`config.mk`:
```
export PLATFORM = sky130hd
export DESIGN_NAME = pkt_cell_segmenter
export DESIGN_NICKNAME = d
export VERILOG_FILES = /design/src/rtl/seg_pkg.sv /design/src/rtl/seg_sizer.sv /design/src/rtl/seg_track.sv /design/src/rtl/pkt_cell_segmenter.sv
export SDC_FILE = /design/constraint.sdc
export NUM_CORES = 1
export LEC_CHECK = 0
export ABC_CLOCK_PERIOD_IN_PS = 2800
export BUFFER_PORTS_ARGS = -buffer_cell sky130_fd_sc_hd__clkbuf_2
export CORE_MARGIN = 5
export CORE_UTILIZATION = 50
export CTS_CLUSTER_SIZE = 16
export DETAILED_ROUTE_END_ITERATION = 7
export PLACE_DENSITY_LB_ADDON = 0.2
export SKIP_CTS_REPAIR_TIMING = 1
export SYNTH_ARGS = -nofsm -noshare
export SYNTH_HDL_FRONTEND = slang
export SYNTH_SLANG_ARGS = --single-unit
```
`constraint.sdc`:
```
create_clock -name clk -period 2.8 [get_ports clk]
set_input_delay 0.28 -clock clk [delete_from_list [all_inputs] [get_ports clk]]
set_output_delay 0.28 -clock clk [all_outputs]
set_load 0.02 [all_outputs]
```
`src/rtl/seg_pkg.sv`:
```
package seg_pkg;
    typedef enum logic {
        PH_IDLE = 1'b0,
        PH_EMIT = 1'b1
    } seg_phase_e;
endpackage

```
`src/rtl/seg_sizer.sv`:
```
module seg_sizer #(
    parameter int LEN_W    = 16,
    parameter int MAX_CELL = 64,
    parameter int MIN_CELL = 32,
    parameter int CLEN_W   = $clog2(MAX_CELL + 1)
) (
    input  logic [LEN_W-1:0]  rem,
    output logic [CLEN_W-1:0] len,
    output logic              last
);
    localparam logic [LEN_W-1:0] MAX_L   = LEN_W'(MAX_CELL);
    localparam logic [LEN_W-1:0] SPLIT_L = LEN_W'(MAX_CELL + MIN_CELL);

    logic [LEN_W-1:0] half;

    always_comb begin
        half = rem >> 1;
        if (rem <= MAX_L) begin
            len  = CLEN_W'(rem);
            last = 1'b1;
        end else if (rem < SPLIT_L) begin
            // merge short tail with last full cell, then halve
            len  = CLEN_W'(half);
            last = 1'b0;
        end else begin
            len  = CLEN_W'(MAX_CELL);
            last = 1'b0;
        end
    end
endmodule

```
`src/rtl/seg_track.sv`:
```
module seg_track
    import seg_pkg::*;
#(
    parameter int LEN_W  = 16,
    parameter int CLEN_W = 7
) (
    input  logic              clk,
    input  logic              rst_n,
    input  logic              pkt_fire,
    input  logic [LEN_W-1:0]  pkt_len,
    input  logic              cell_fire,
    input  logic [CLEN_W-1:0] cell_len,
    input  logic              cell_last,
    output seg_phase_e        phase,
    output logic [LEN_W-1:0]  rem,
    output logic [LEN_W-1:0]  off
);
    typedef struct packed {
        seg_phase_e       phase;
        logic [LEN_W-1:0] rem;
        logic [LEN_W-1:0] off;
    } track_t;

    track_t st_d, st_q;

    always_comb begin
        st_d = st_q;
        if (st_q.phase == PH_IDLE) begin
            if (pkt_fire) begin
                st_d.phase = PH_EMIT;
                st_d.rem   = pkt_len;
                st_d.off   = '0;
            end
        end else if (cell_fire) begin
            st_d.rem = st_q.rem - LEN_W'(cell_len);
            st_d.off = st_q.off + LEN_W'(cell_len);
            if (cell_last) begin
                st_d.phase = PH_IDLE;
            end
        end
    end

    always_ff @(posedge clk) begin
        if (!rst_n) begin
            st_q <= '{phase: PH_IDLE, rem: '0, off: '0};
        end else begin
            st_q <= st_d;
        end
    end

    assign phase = st_q.phase;
    assign rem   = st_q.rem;
    assign off   = st_q.off;

    // a non-final handoff never empties the remaining count
    p_rem_left_r7: assert property (@(posedge clk) disable iff (!rst_n)
        (phase == PH_EMIT && cell_fire && !cell_last) |=> (phase == PH_EMIT && rem != '0));
endmodule

```
`src/rtl/pkt_cell_segmenter.sv`:
```
module pkt_cell_segmenter
    import seg_pkg::*;
#(
    parameter int LEN_W    = 16,
    parameter int MAX_CELL = 64,
    parameter int MIN_CELL = 32,
    parameter int CLEN_W   = $clog2(MAX_CELL + 1)
) (
    input  logic              clk,
    input  logic              rst_n,
    input  logic              pkt_valid,
    output logic              pkt_ready,
    input  logic [LEN_W-1:0]  pkt_len,
    output logic              cell_valid,
    input  logic              cell_ready,
    output logic [LEN_W-1:0]  cell_off,
    output logic [CLEN_W-1:0] cell_len,
    output logic              cell_last
);
    seg_phase_e       phase;
    logic [LEN_W-1:0] rem;
    logic [LEN_W-1:0] off;
    logic             pkt_fire;
    logic             cell_fire;

    assign pkt_ready  = (phase == PH_IDLE);
    assign cell_valid = (phase == PH_EMIT);
    assign pkt_fire   = pkt_valid && pkt_ready;
    assign cell_fire  = cell_valid && cell_ready;
    assign cell_off   = off;

    seg_sizer #(
        .LEN_W(LEN_W), .MAX_CELL(MAX_CELL), .MIN_CELL(MIN_CELL), .CLEN_W(CLEN_W)
    ) u_sizer (
        .rem (rem),
        .len (cell_len),
        .last(cell_last)
    );

    seg_track #(
        .LEN_W(LEN_W), .CLEN_W(CLEN_W)
    ) u_track (
        .clk      (clk),
        .rst_n    (rst_n),
        .pkt_fire (pkt_fire),
        .pkt_len  (pkt_len),
        .cell_fire(cell_fire),
        .cell_len (cell_len),
        .cell_last(cell_last),
        .phase    (phase),
        .rem      (rem),
        .off      (off)
    );

    p_first_off_r1: assert property (@(posedge clk) disable iff (!rst_n)
        pkt_fire |=> (cell_valid && cell_off == '0));

    p_single_cell_r2: assert property (@(posedge clk) disable iff (!rst_n)
        (pkt_fire && pkt_len <= LEN_W'(MAX_CELL)) |=>
            (cell_last && LEN_W'(cell_len) == $past(pkt_len)));

    p_len_max_r3: assert property (@(posedge clk) disable iff (!rst_n)
        cell_valid |-> (cell_len <= CLEN_W'(MAX_CELL)));

    p_len_min_r4: assert property (@(posedge clk) disable iff (!rst_n)
        (cell_valid && !(cell_off == '0 && cell_last)) |-> (cell_len >= CLEN_W'(MIN_CELL)));

    p_contig_r7: assert property (@(posedge clk) disable iff (!rst_n)
        (cell_fire && !cell_last) |=>
            (cell_valid && cell_off == $past(cell_off) + LEN_W'($past(cell_len))));

    p_hold_r8: assert property (@(posedge clk) disable iff (!rst_n)
        (cell_valid && !cell_ready) |=>
            (cell_valid && $stable(cell_off) && $stable(cell_len) && $stable(cell_last)));
endmodule

```
Yosys cells after proc, flatten, opt, wreduce, memory -nomap -nowiden
Index checks and enable logic that the tools add are counted.
Operators by class
  add/subtract/negate cells: 2
  shift-type cells: 0
  magnitude comparators: 2
  multiplexer cells: 7
  reduce and logical (&&, ||, !) cells: 4
  bitwise gates (word level): 1
  divide/modulo/power cells: 0
  eq/ne operators: 1
  $mul: 0
Operators by type and width (count)
  $mux 33: 3
  $add 16x7->16: 1
  $le 16x7->1 const B: 1
  $lt 16x7->1 const B: 1
  $sub 16x7->16: 1
  $mux 7: 2
  $logic_and 1x1->1: 2
  $mux 1: 2
  $ne 2x2->1 const B: 1
  $reduce_and 2->1: 1
  $reduce_bool 2->1: 1
  $not 1->1: 1
Storage, ports and cells
  input bits: 20
  word-level logic and storage cells: 20
  output and inout port bits: 26
  memory bits (writable): 0
  latch bits: 0
  ROM bits: 0
  memories kept: 0
  bits in registers: 33

Logic depth before layout (Yosys ltp)
Gate-level depths: netlist of run 1.
  depth in word-level cells: 6
  mapped depth: 12
  gate-level depth less buffers: 11

Hierarchy
Synthesis of run 1 repeated with hierarchy kept, for this count alone.
Unflattened totals
  cell total of the unflattened synthesis: 306
  area, all modules: 2434.8 um^2
By module, submodules not included
  seg_track: instances 1, area each 2249.7 um^2, cells each 278
  seg_sizer: instances 1, area each 168.9 um^2, cells each 25
  pkt_cell_segmenter: instances 1, area each 16.3 um^2, cells each 3

Least setup slack after synthesis of run 1
Ideal clock, no wire load.
  kind: reg2reg
  from: register u_track.st_q, in the netlist u_track.rem[7]
  to: register u_track.st_q, in the netlist u_track.rem[15]
  path slack: -0.380 ns
  setup time: 0.131 ns
  clock period less this slack: 3.180 ns
  arrival: 3.049 ns
  required time: 2.669 ns
  cell stages (with the launch flop): 11
  cells stage by stage: dfxtp_1 nor3_4 nand4b_1 nor3b_1 inv_1 ha_1 a211oi_2 o2111ai_2 a2111oi_4 xnor2_1 o22ai_1
Between the ends
  longest elaborated chain between the ends: 6
  elaborated cells between the ends (all ways): 7
Ends and longest elaborated chain
  start, declared: line seg_track.sv:24  | track_t st_d, st_q;
  start signal, assigned: line seg_track.sv:45  | st_q <= '{phase: PH_IDLE, rem: '0, off: '0};
  start signal, assigned: line seg_track.sv:47  | st_q <= st_d;
  $lt 16x7->1: line seg_sizer.sv:21  | end else if (rem < SPLIT_L) begin
  $mux 7: line seg_sizer.sv:21
  $mux 7 (*): line seg_sizer.sv:18  | if (rem <= MAX_L) begin
  named net cell_len[4]: line pkt_cell_segmenter.sv:17  | output logic [CLEN_W-1:0] cell_len,
  $sub 16x7->16 (*): line seg_track.sv:35  | st_d.rem = st_q.rem - LEN_W'(cell_len);
  $mux 33 (*): line seg_track.sv:34  | end else if (cell_fire) begin
  $mux 33 (*): line seg_track.sv:28  | if (st_q.phase == PH_IDLE) begin
The timed path passes the listed nets; every way through them passes the cells marked *. The select of a mux whose other input is x is not followed.
A chain may end at the register's enable or synchronous reset.

Final worst setup path of run 1
  from: register u_track.st_q, in the netlist u_track.rem[7]
  to: register u_track.st_q, in the netlist u_track.rem[5]
Between the ends
  longest elaborated chain between the ends: 6
  elaborated cells between the ends (all ways): 7
Ends and longest elaborated chain (line)
  $lt 16x7->1: seg_sizer.sv:21
  $mux 7: seg_sizer.sv:21
  $mux 7 (*): seg_sizer.sv:18
  $sub 16x7->16 (*): seg_track.sv:35
  $mux 33 (*): seg_track.sv:34
  $mux 33 (*): seg_track.sv:28
Mark *: on every way between the ends. The rest lies on a longest branch, timed or not. The select of a mux whose other input is x is not followed.

==> results of run 1 <==
## where the power goes
group,switching [mW],total [mW],internal (mW)
sequential,0.0329,0.533,0.500
clock,0.177,0.349,0.172
combinational,0.402,0.717,0.315
## metal layers
layer,GRT usage [%],up-vias
li1,-,1280
met1,30.6,1178
met2,36.6,63
met3,3.84,5
met4,5.74,0
met5,0,-
## worst reg2reg max path: stages (launching register included)
cell and delay, ps:
sky130_fd_sc_hd__dfxtp_1 340, sky130_fd_sc_hd__nor3_4 190, sky130_fd_sc_hd__nand4b_1 130, sky130_fd_sc_hd__buf_4 200, sky130_fd_sc_hd__a21oi_4 130, sky130_fd_sc_hd__inv_2 70
sky130_fd_sc_hd__ha_1 260, sky130_fd_sc_hd__nor2b_1 150, sky130_fd_sc_hd__o31a_4 410, sky130_fd_sc_hd__or4b_4 500, sky130_fd_sc_hd__a21oi_2 150, sky130_fd_sc_hd__o31a_1 150
## kinds of logic (layout without fill, tap and decap cells)
kind of cell	Yosys count	count (layout)	share of synthesized area (%)
AO/OA/AOI/OAI	94	94	28.7
XOR/XNOR	6	6	2.14
adder cells (fa/ha/maj)	19	19	10.3
buffers and inverters	32	101	5.21
flip-flops	33	33	27.0
multiplexers	3	3	1.33
AND/OR/NAND/NOR	116	116	25.4
## cell usage in the layout, fill, tap and decap left out, types with 11 or more instances in the layout
master / instances
sky130_fd_sc_hd__nor2_1: 25
sky130_fd_sc_hd__buf_4: 32
sky130_fd_sc_hd__nand2_1: 21
sky130_fd_sc_hd__clkbuf_2: 45
sky130_fd_sc_hd__inv_1: 14
sky130_fd_sc_hd__a21oi_1: 18
sky130_fd_sc_hd__dfxtp_1: 32
sky130_fd_sc_hd__nand3_1: 13
sky130_fd_sc_hd__ha_1: 14
sky130_fd_sc_hd__nand2b_1: 11
## cell type report
| type | instances | area (um^2) | area share (%) |
|---|---|---|---|
| multi-input combinational | 238 | 1750 | 56.3 |
| sequential | 33 | 662 | 21.4 |
| timing repair buffer | 77 | 465 | 15.0 |
| tap | 67 | 83.8 | 2.70 |
| clock buffer | 6 | 72.6 | 2.34 |
| inverter | 16 | 60.1 | 1.94 |
| clock inverter | 2 | 10.0 | 0.323 |
## worst max path at each step
| stage | from | to | slack (ps) | cells after the start |
|---|---|---|---|---|
| after CTS | u_track.rem[2]$_SDFFE_PN0P_ | u_track.rem[15]$_SDFFE_PN0P_ | -50 | 11 |
| final | u_track.rem[7]$_SDFFE_PN0P_ | u_track.rem[5]$_SDFFE_PN0P_ | 50 | 11 |
| after detailed placement | u_track.rem[2]$_SDFFE_PN0P_ | u_track.rem[15]$_SDFFE_PN0P_ | -30 | 11 |
| after global placement | u_track.rem[2]$_SDFFE_PN0P_ | u_track.rem[15]$_SDFFE_PN0P_ | -20 | 11 |
| after floorplan | u_track.rem[7]$_SDFFE_PN0P_ | u_track.rem[5]$_SDFFE_PN0P_ | -170 | 10 |
| after global routing | u_track.rem[2]$_SDFFE_PN0P_ | u_track.rem[15]$_SDFFE_PN0P_ | -40 | 11 |
## stage by stage
| stage | std cells | setup slack, ps | TNS, ps |
|---|---|---|---|
| finish | 439 | 53.8 | 0 |
| global route | 439 | -41.8 | -74.0 |
| CTS | 437 | -52.2 | -52.2 |
| detailed placement | 429 | -27.5 | -27.5 |
| global placement | 429 | -19.2 | -19.2 |
| floorplan | 303 | -170 | -1140 |
## flip-flops by register name, summed over array words and instances (netlist names)
name / flops
u_track.off: 16
u_track.phase: 1
u_track.rem: 16
==> implementation parameters, run 1 <==
Parameter                              Value

Detailed routing
  Number of design rule violations left after detail routing    0
  Detail Route Antenna Nets    0
  Vias post-DR    approximately 2500
  Top layer in use    met4
  Detailed-route wire length on metal 1    3180 um
  Pre-antenna DRT Iters    4
  Wire length reported by the detailed router    between 6000 and 7000 um
  Metal3 WL    between 400 and 500 um
  Drt wl/cell    approximately 16 um
  Vias per std cell    5.75
  Wire length on met2    between 3000 and 4000 um
  Number of DRC markers in iteration 0    between 100 and 150

Final layout
  Layout area overhead    26.4%
  Antenna cell count    0
  Post-route design area    3100 um^2
  Count of fill cells added during filler insertion    435
  Final standard cell utilization of the core    around 65%
  Proportion of layout cells with a drive suffix above 1    30.6%
  Net count, final    just over 400

Logic synthesis
  Synthesized area per cell    8.09 um^2
  Syn Nets    about 340
  Gate count after technology mapping    approximately 300
  Count of flip-flops with a built-in enable after synthesis    0
  Number of unique standard cell types used by synthesis    61
  Post-synthesis instance area    2450 um^2
  Area fraction of the dominant cell type after synthesis    between 20% and 30%
  Portion of the post-synthesis area used by sequential elements    27.0%
  Main flop type after synthesis    sky130_fd_sc_hd__dfxtp_1
  Area contributors post-synth    sky130_fd_sc_hd__dfxtp_1 (27%), sky130_fd_sc_hd__ha_1 (8.7%), sky130_fd_sc_hd__a21oi_1 (4.7%)
  Synth cell count leaders    sky130_fd_sc_hd__dfxtp_1 (33), sky130_fd_sc_hd__nor2_1 (25), sky130_fd_sc_hd__a21oi_1 (23)
  Yosys synthesis warning count    0
  Total of flip-flops plus latches after synthesis    33
  Cell type contributing the most total cell area after synthesis    sky130_fd_sc_hd__dfxtp_1
  Most frequent cell after synthesis    sky130_fd_sc_hd__dfxtp_1
  Async set-or-reset flop fraction in the synthesized netlist    0%

Power
  Maximum ir drop on the vdd rail    0.223 mV
  Tot Pwr    between 1.5 and 2 mW
  Power density cells    516 nW/um^2
  Pleak    roughly 1.3 nW

Worst setup path
  Largest incremental delay on the critical path    490 ps
  Worst flop-to-flop path endpoint    u_track.rem[5]$_SDFFE_PN0P_
  Critical-path maximum fanout    9
  Crit path cell chain    nor3_4, nand4b_1, buf_4, a21oi_4, inv_2, ha_1, nor2b_1, o31a_4, or4b_4, a21oi_2, o31a_1
  Crit path max-delay family    simple AND/OR/NAND/NOR gates
  Register-to-register setup slack    50 ps
  Launch instance of the worst register-to-register path    u_track.rem[7]$_SDFFE_PN0P_
  Start-to-end type of the worst setup path    reg -> reg
  Worst Setup Start Kind    flip-flop
  Slowest stage cell on the critical path    sky130_fd_sc_hd__or4b_4
  Number of cells traversed by the worst register-to-register path    11
  CP required    slightly above 3000 ps
  Number of buffer and inverter stages on the critical path    2
  WP data arrival    around 3000 ps
  Worst setup EP type    flip-flop

Timing
  Pins Over Slew Limit    0
  Worst Hold Slack    roughly 230 ps
  Maximum clock frequency    between 300 and 400 MHz
  Number of failing hold endpoints at the final stage    0
  Worst max-slew margin expressed relative to the limit    approximately 50%
  Skew final    between 6 and 7 ps
  Clock period minus worst slack    around 2700 ps
  Final setup violation count    0
  Slew at the pin closest to its max-slew limit    roughly 750 ps
  Final critical-path share of the clock period    between 90% and 100%
  Unrepaired setup endpoints after global routing    true

Min path
  Hold/Removal Path Class    in -> reg
  Depth of the worst hold-timing path    3
  Start point of the worst min-delay path    pkt_len[10]
  End point of the most critical hold path    u_track.rem[10]$_SDFFE_PN0P_

CTS
  Number of H-tree levels    2
  Number of buffers on the longest clock path    2
  CTS tree    yes
  Clk_lat worst skew    280 ps
  Clk sinks    33
  TritonCTS Buffers    5
  Clock input transition at the sequential cells of the worst setup and hold paths    about 70 ps
  Root buffer cell    sky130_fd_sc_hd__clkbuf_8

Global route
  Largest net degree at the start of global routing    30
  Number of antenna violations at the first check in global routing    0
  Congestion Overflow GR    0
  Wire length of the first global-routing pass    between 10000 and 15000 um
  Overall Global Routing Usage    22.5%
  Via count of the first global-routing pass    roughly 2500

Die
  Width of the die    about 80 um
  Core footprint    roughly 4800 um^2
  Effective utilization at floorplan    between 50% and 60%
  Top Ports    46
  Std-Cell Rows    25
  Die height    roughly 80 um
  Total die area    about 6400 um^2

Place
  I/O Buffers    between 40 and 50
  DP HPWL    5090 um
  Instance area after placement    ~3000 um^2
  Routability congestion estimate    between 0.8 and 0.9

Outcome
  Run status    finished, final reports clean

Flow run
  Max-cap violation count    0
No activity file was read; power rests on OpenSTA's default activity.
==> run 2: changes to the inputs <==
Settings changed: CORE_UTILIZATION 50 to 40.
==> implementation parameters, run 2 (synthesis gave the netlist of run 1 again) <==
Parameter                              Value

Timing
  Worst max-slew margin expressed relative to the limit    49.4% (was 50.0%)
  Final setup violation count    0 (unchanged)
  Final critical-path share of the clock period    95.9% (was 98.1%)
  Slew at the pin closest to its max-slew limit    756 ps (was 749 ps)
  Clock period minus worst slack    2680 ps (was 2750 ps)
  Unrepaired setup endpoints after global routing    true (unchanged)
  Number of failing hold endpoints at the final stage    0 (unchanged)
  Maximum clock frequency    373 MHz (was 364 MHz)
  Skew final    5.33 ps (was 6.80 ps)
  Worst path setup slack after routing    116 ps (was 53.8 ps)
  Total Negative Setup Slacks    0 ps (unchanged)
  Pins Over Slew Limit    0 (unchanged)

CTS
  Clk_lat worst skew    290 ps (was 280 ps)
  Number of H-tree levels    2 (unchanged)
  Clock input transition at the sequential cells of the worst setup and hold paths    80 ps (was 70 ps)
  TritonCTS Buffers    5 (unchanged)
  Clk sinks    33 (unchanged)
  CTS tree    yes (unchanged)
  Root buffer cell    sky130_fd_sc_hd__clkbuf_8 (unchanged)
  Number of buffers on the longest clock path    2 (unchanged)

Final layout
  Proportion of layout cells with a drive suffix above 1    30.6% (about the same)
  Count of fill cells added during filler insertion    609 (was 435)
  Post-route design area    3090 um^2 (was 3100 um^2)
  Net count, final    407 (was 410)
  Leading cell type in the layout, fill and taps excluded    sky130_fd_sc_hd__clkbuf_2 (unchanged)
  Layout area overhead    25.9% (was 26.4%)
  Antenna cell count    0 (unchanged)
  Top library cells by usage in the layout, fill and taps aside    sky130_fd_sc_hd__clkbuf_2 (45), sky130_fd_sc_hd__buf_4 (29), sky130_fd_sc_hd__dfxtp_1 (29), sky130_fd_sc_hd__nor2_1 (25), sky130_fd_sc_hd__nand2_1 (21) (was sky130_fd_sc_hd__clkbuf_2 (45), sky130_fd_sc_hd__buf_4 (32), sky130_fd_sc_hd__dfxtp_1 (32), sky130_fd_sc_hd__nor2_1 (25), sky130_fd_sc_hd__nand2_1 (21))

Detailed routing
  Number of DRC markers in iteration 0    160 (was 117)
  Vias post-DR    2598 (was 2526)
  Detail Route Antenna Nets    0 (unchanged)
  Wire length reported by the detailed router    7200 um (was 6940 um)
  Vias per std cell    5.85 (was 5.75)
  Drt wl/cell    16.2 um (was 15.8 um)
  Pre-antenna DRT Iters    4 (unchanged)
  Number of design rule violations left after detail routing    0 (unchanged)

Worst setup path
  Launch instance of the worst register-to-register path    u_track.rem[5]$_SDFFE_PN0P_ (was u_track.rem[7]$_SDFFE_PN0P_)
  Worst Setup Start Kind    flip-flop (unchanged)
  Critical-path maximum fanout    5 (was 9)
  Setup crit start    u_track.rem[5]$_SDFFE_PN0P_ (was u_track.rem[7]$_SDFFE_PN0P_)
  Start-to-end type of the worst setup path    reg -> reg (unchanged)
  WP data arrival    2870 ps (was 2970 ps)
  CP required    2990 ps (was 3030 ps)
  Worst setup EP type    flip-flop (unchanged)

Global route
  Overall Global Routing Usage    18.9% (was 22.5%)
  Congestion Overflow GR    0 (unchanged)
  Via count of the first global-routing pass    2437 (was 2495)
  Wire length of the first global-routing pass    11600 um (was 11500 um)
  Number of antenna violations at the first check in global routing    0 (unchanged)
  Largest net degree at the start of global routing    29 (was 30)

Place
  Instance area after placement    2910 um^2 (was 2930 um^2)
  DP HPWL    5120 um (was 5090 um)
  I/O Buffers    45 (unchanged)
  Routability congestion estimate    0.863 (was 0.893)
  Worst slack after detailed placement    -19.7 ps (was -27.5 ps)

Flow run
  Max-cap violation count    0 (unchanged)

Min path
  Hold/Removal Path Class    in -> reg (unchanged)
  Start point of the worst min-delay path    pkt_len[10] (unchanged)

Die
  Effective utilization at floorplan    41.2% (was 51.6%)
  Top Ports    46 (unchanged)
  Total die area    7790 um^2 (was 6400 um^2)
  Core footprint    5960 um^2 (was 4750 um^2)
  Die height    88.3 um (was 80.0 um)
  Std-Cell Rows    28 (was 25)
  Width of the die    88.3 um (was 80.0 um)

Power
  Pleak    1.30 nW (was 1.31 nW)
  Power density cells    521 nW/um^2 (was 516 nW/um^2)
  Tot Pwr    1.61 mW (was 1.60 mW)
  Maximum ir drop on the vdd rail    0.224 mV (was 0.223 mV)

Outcome
  Run status    finished, final reports clean (unchanged)
run 2: worst max-delay path, cell delays in order, from the launching register on:
cell                      delay [ps]
sky130_fd_sc_hd__dfxtp_1         360
sky130_fd_sc_hd__nor4_2          280
sky130_fd_sc_hd__nand3_1         160
sky130_fd_sc_hd__nand2_1         110
sky130_fd_sc_hd__xor2_1           70
sky130_fd_sc_hd__or2_2           270
sky130_fd_sc_hd__ha_1            340
sky130_fd_sc_hd__and3_1          200
sky130_fd_sc_hd__a211o_1         360
sky130_fd_sc_hd__o211a_1         240
sky130_fd_sc_hd__o21a_1          170
run 2: final timing paths:
check                                                     to  slack [ps]  cells after the start
worst min register to register  u_track.off[15]$_SDFFE_PN0P_         490                      1
worst max register to register  u_track.rem[12]$_SDFFE_PN0P_         120                     10
worst max-delay path            u_track.rem[12]$_SDFFE_PN0P_         120                     10
worst min-delay path            u_track.rem[10]$_SDFFE_PN0P_         220                      3
run 2: per-layer routing:
| metal | global-route usage [%] | vias to the layer above | wire length, um |
|---|---|---|---|
| met1 | 24.5 | 1242 | 3300 |
| met4 | 5.91 | 0 | 64 |
| li1 | - | 1283 | - |
| met2 | 31.5 | 66 | 3530 |
| met3 | 3.72 | 7 | 305 |
| met5 | 0 | - | 0 |
run 2: area by class of cell:
type / instances / area, um^2 / share of cell area (%)
flip-flops and latches: 33 / 666 / 21.6
repair buffers: 74 / 443 / 14.4
clock buffers: 6 / 72.6 / 2.35
inverters: 16 / 60.1 / 1.95
clock inverters: 2 / 10.0 / 0.324
well taps: 75 / 93.8 / 3.04
multi-input cells: 238 / 1740 / 56.4
run 2: per-stage QoR:
stage	cells	util, %	hold slack [ps]
final	444	51.8	218
after global routing	444	51.8	216
after CTS	441	50.3	217
after detailed placement	433	48.9	465
after global placement	433	48.9	464
after floorplan	303	-	426
run 2: where the power goes:
group,switching [mW],total (mW),internal [mW]
clock network,0.194,0.367,0.173
registers,0.0351,0.536,0.501
logic,0.399,0.705,0.306
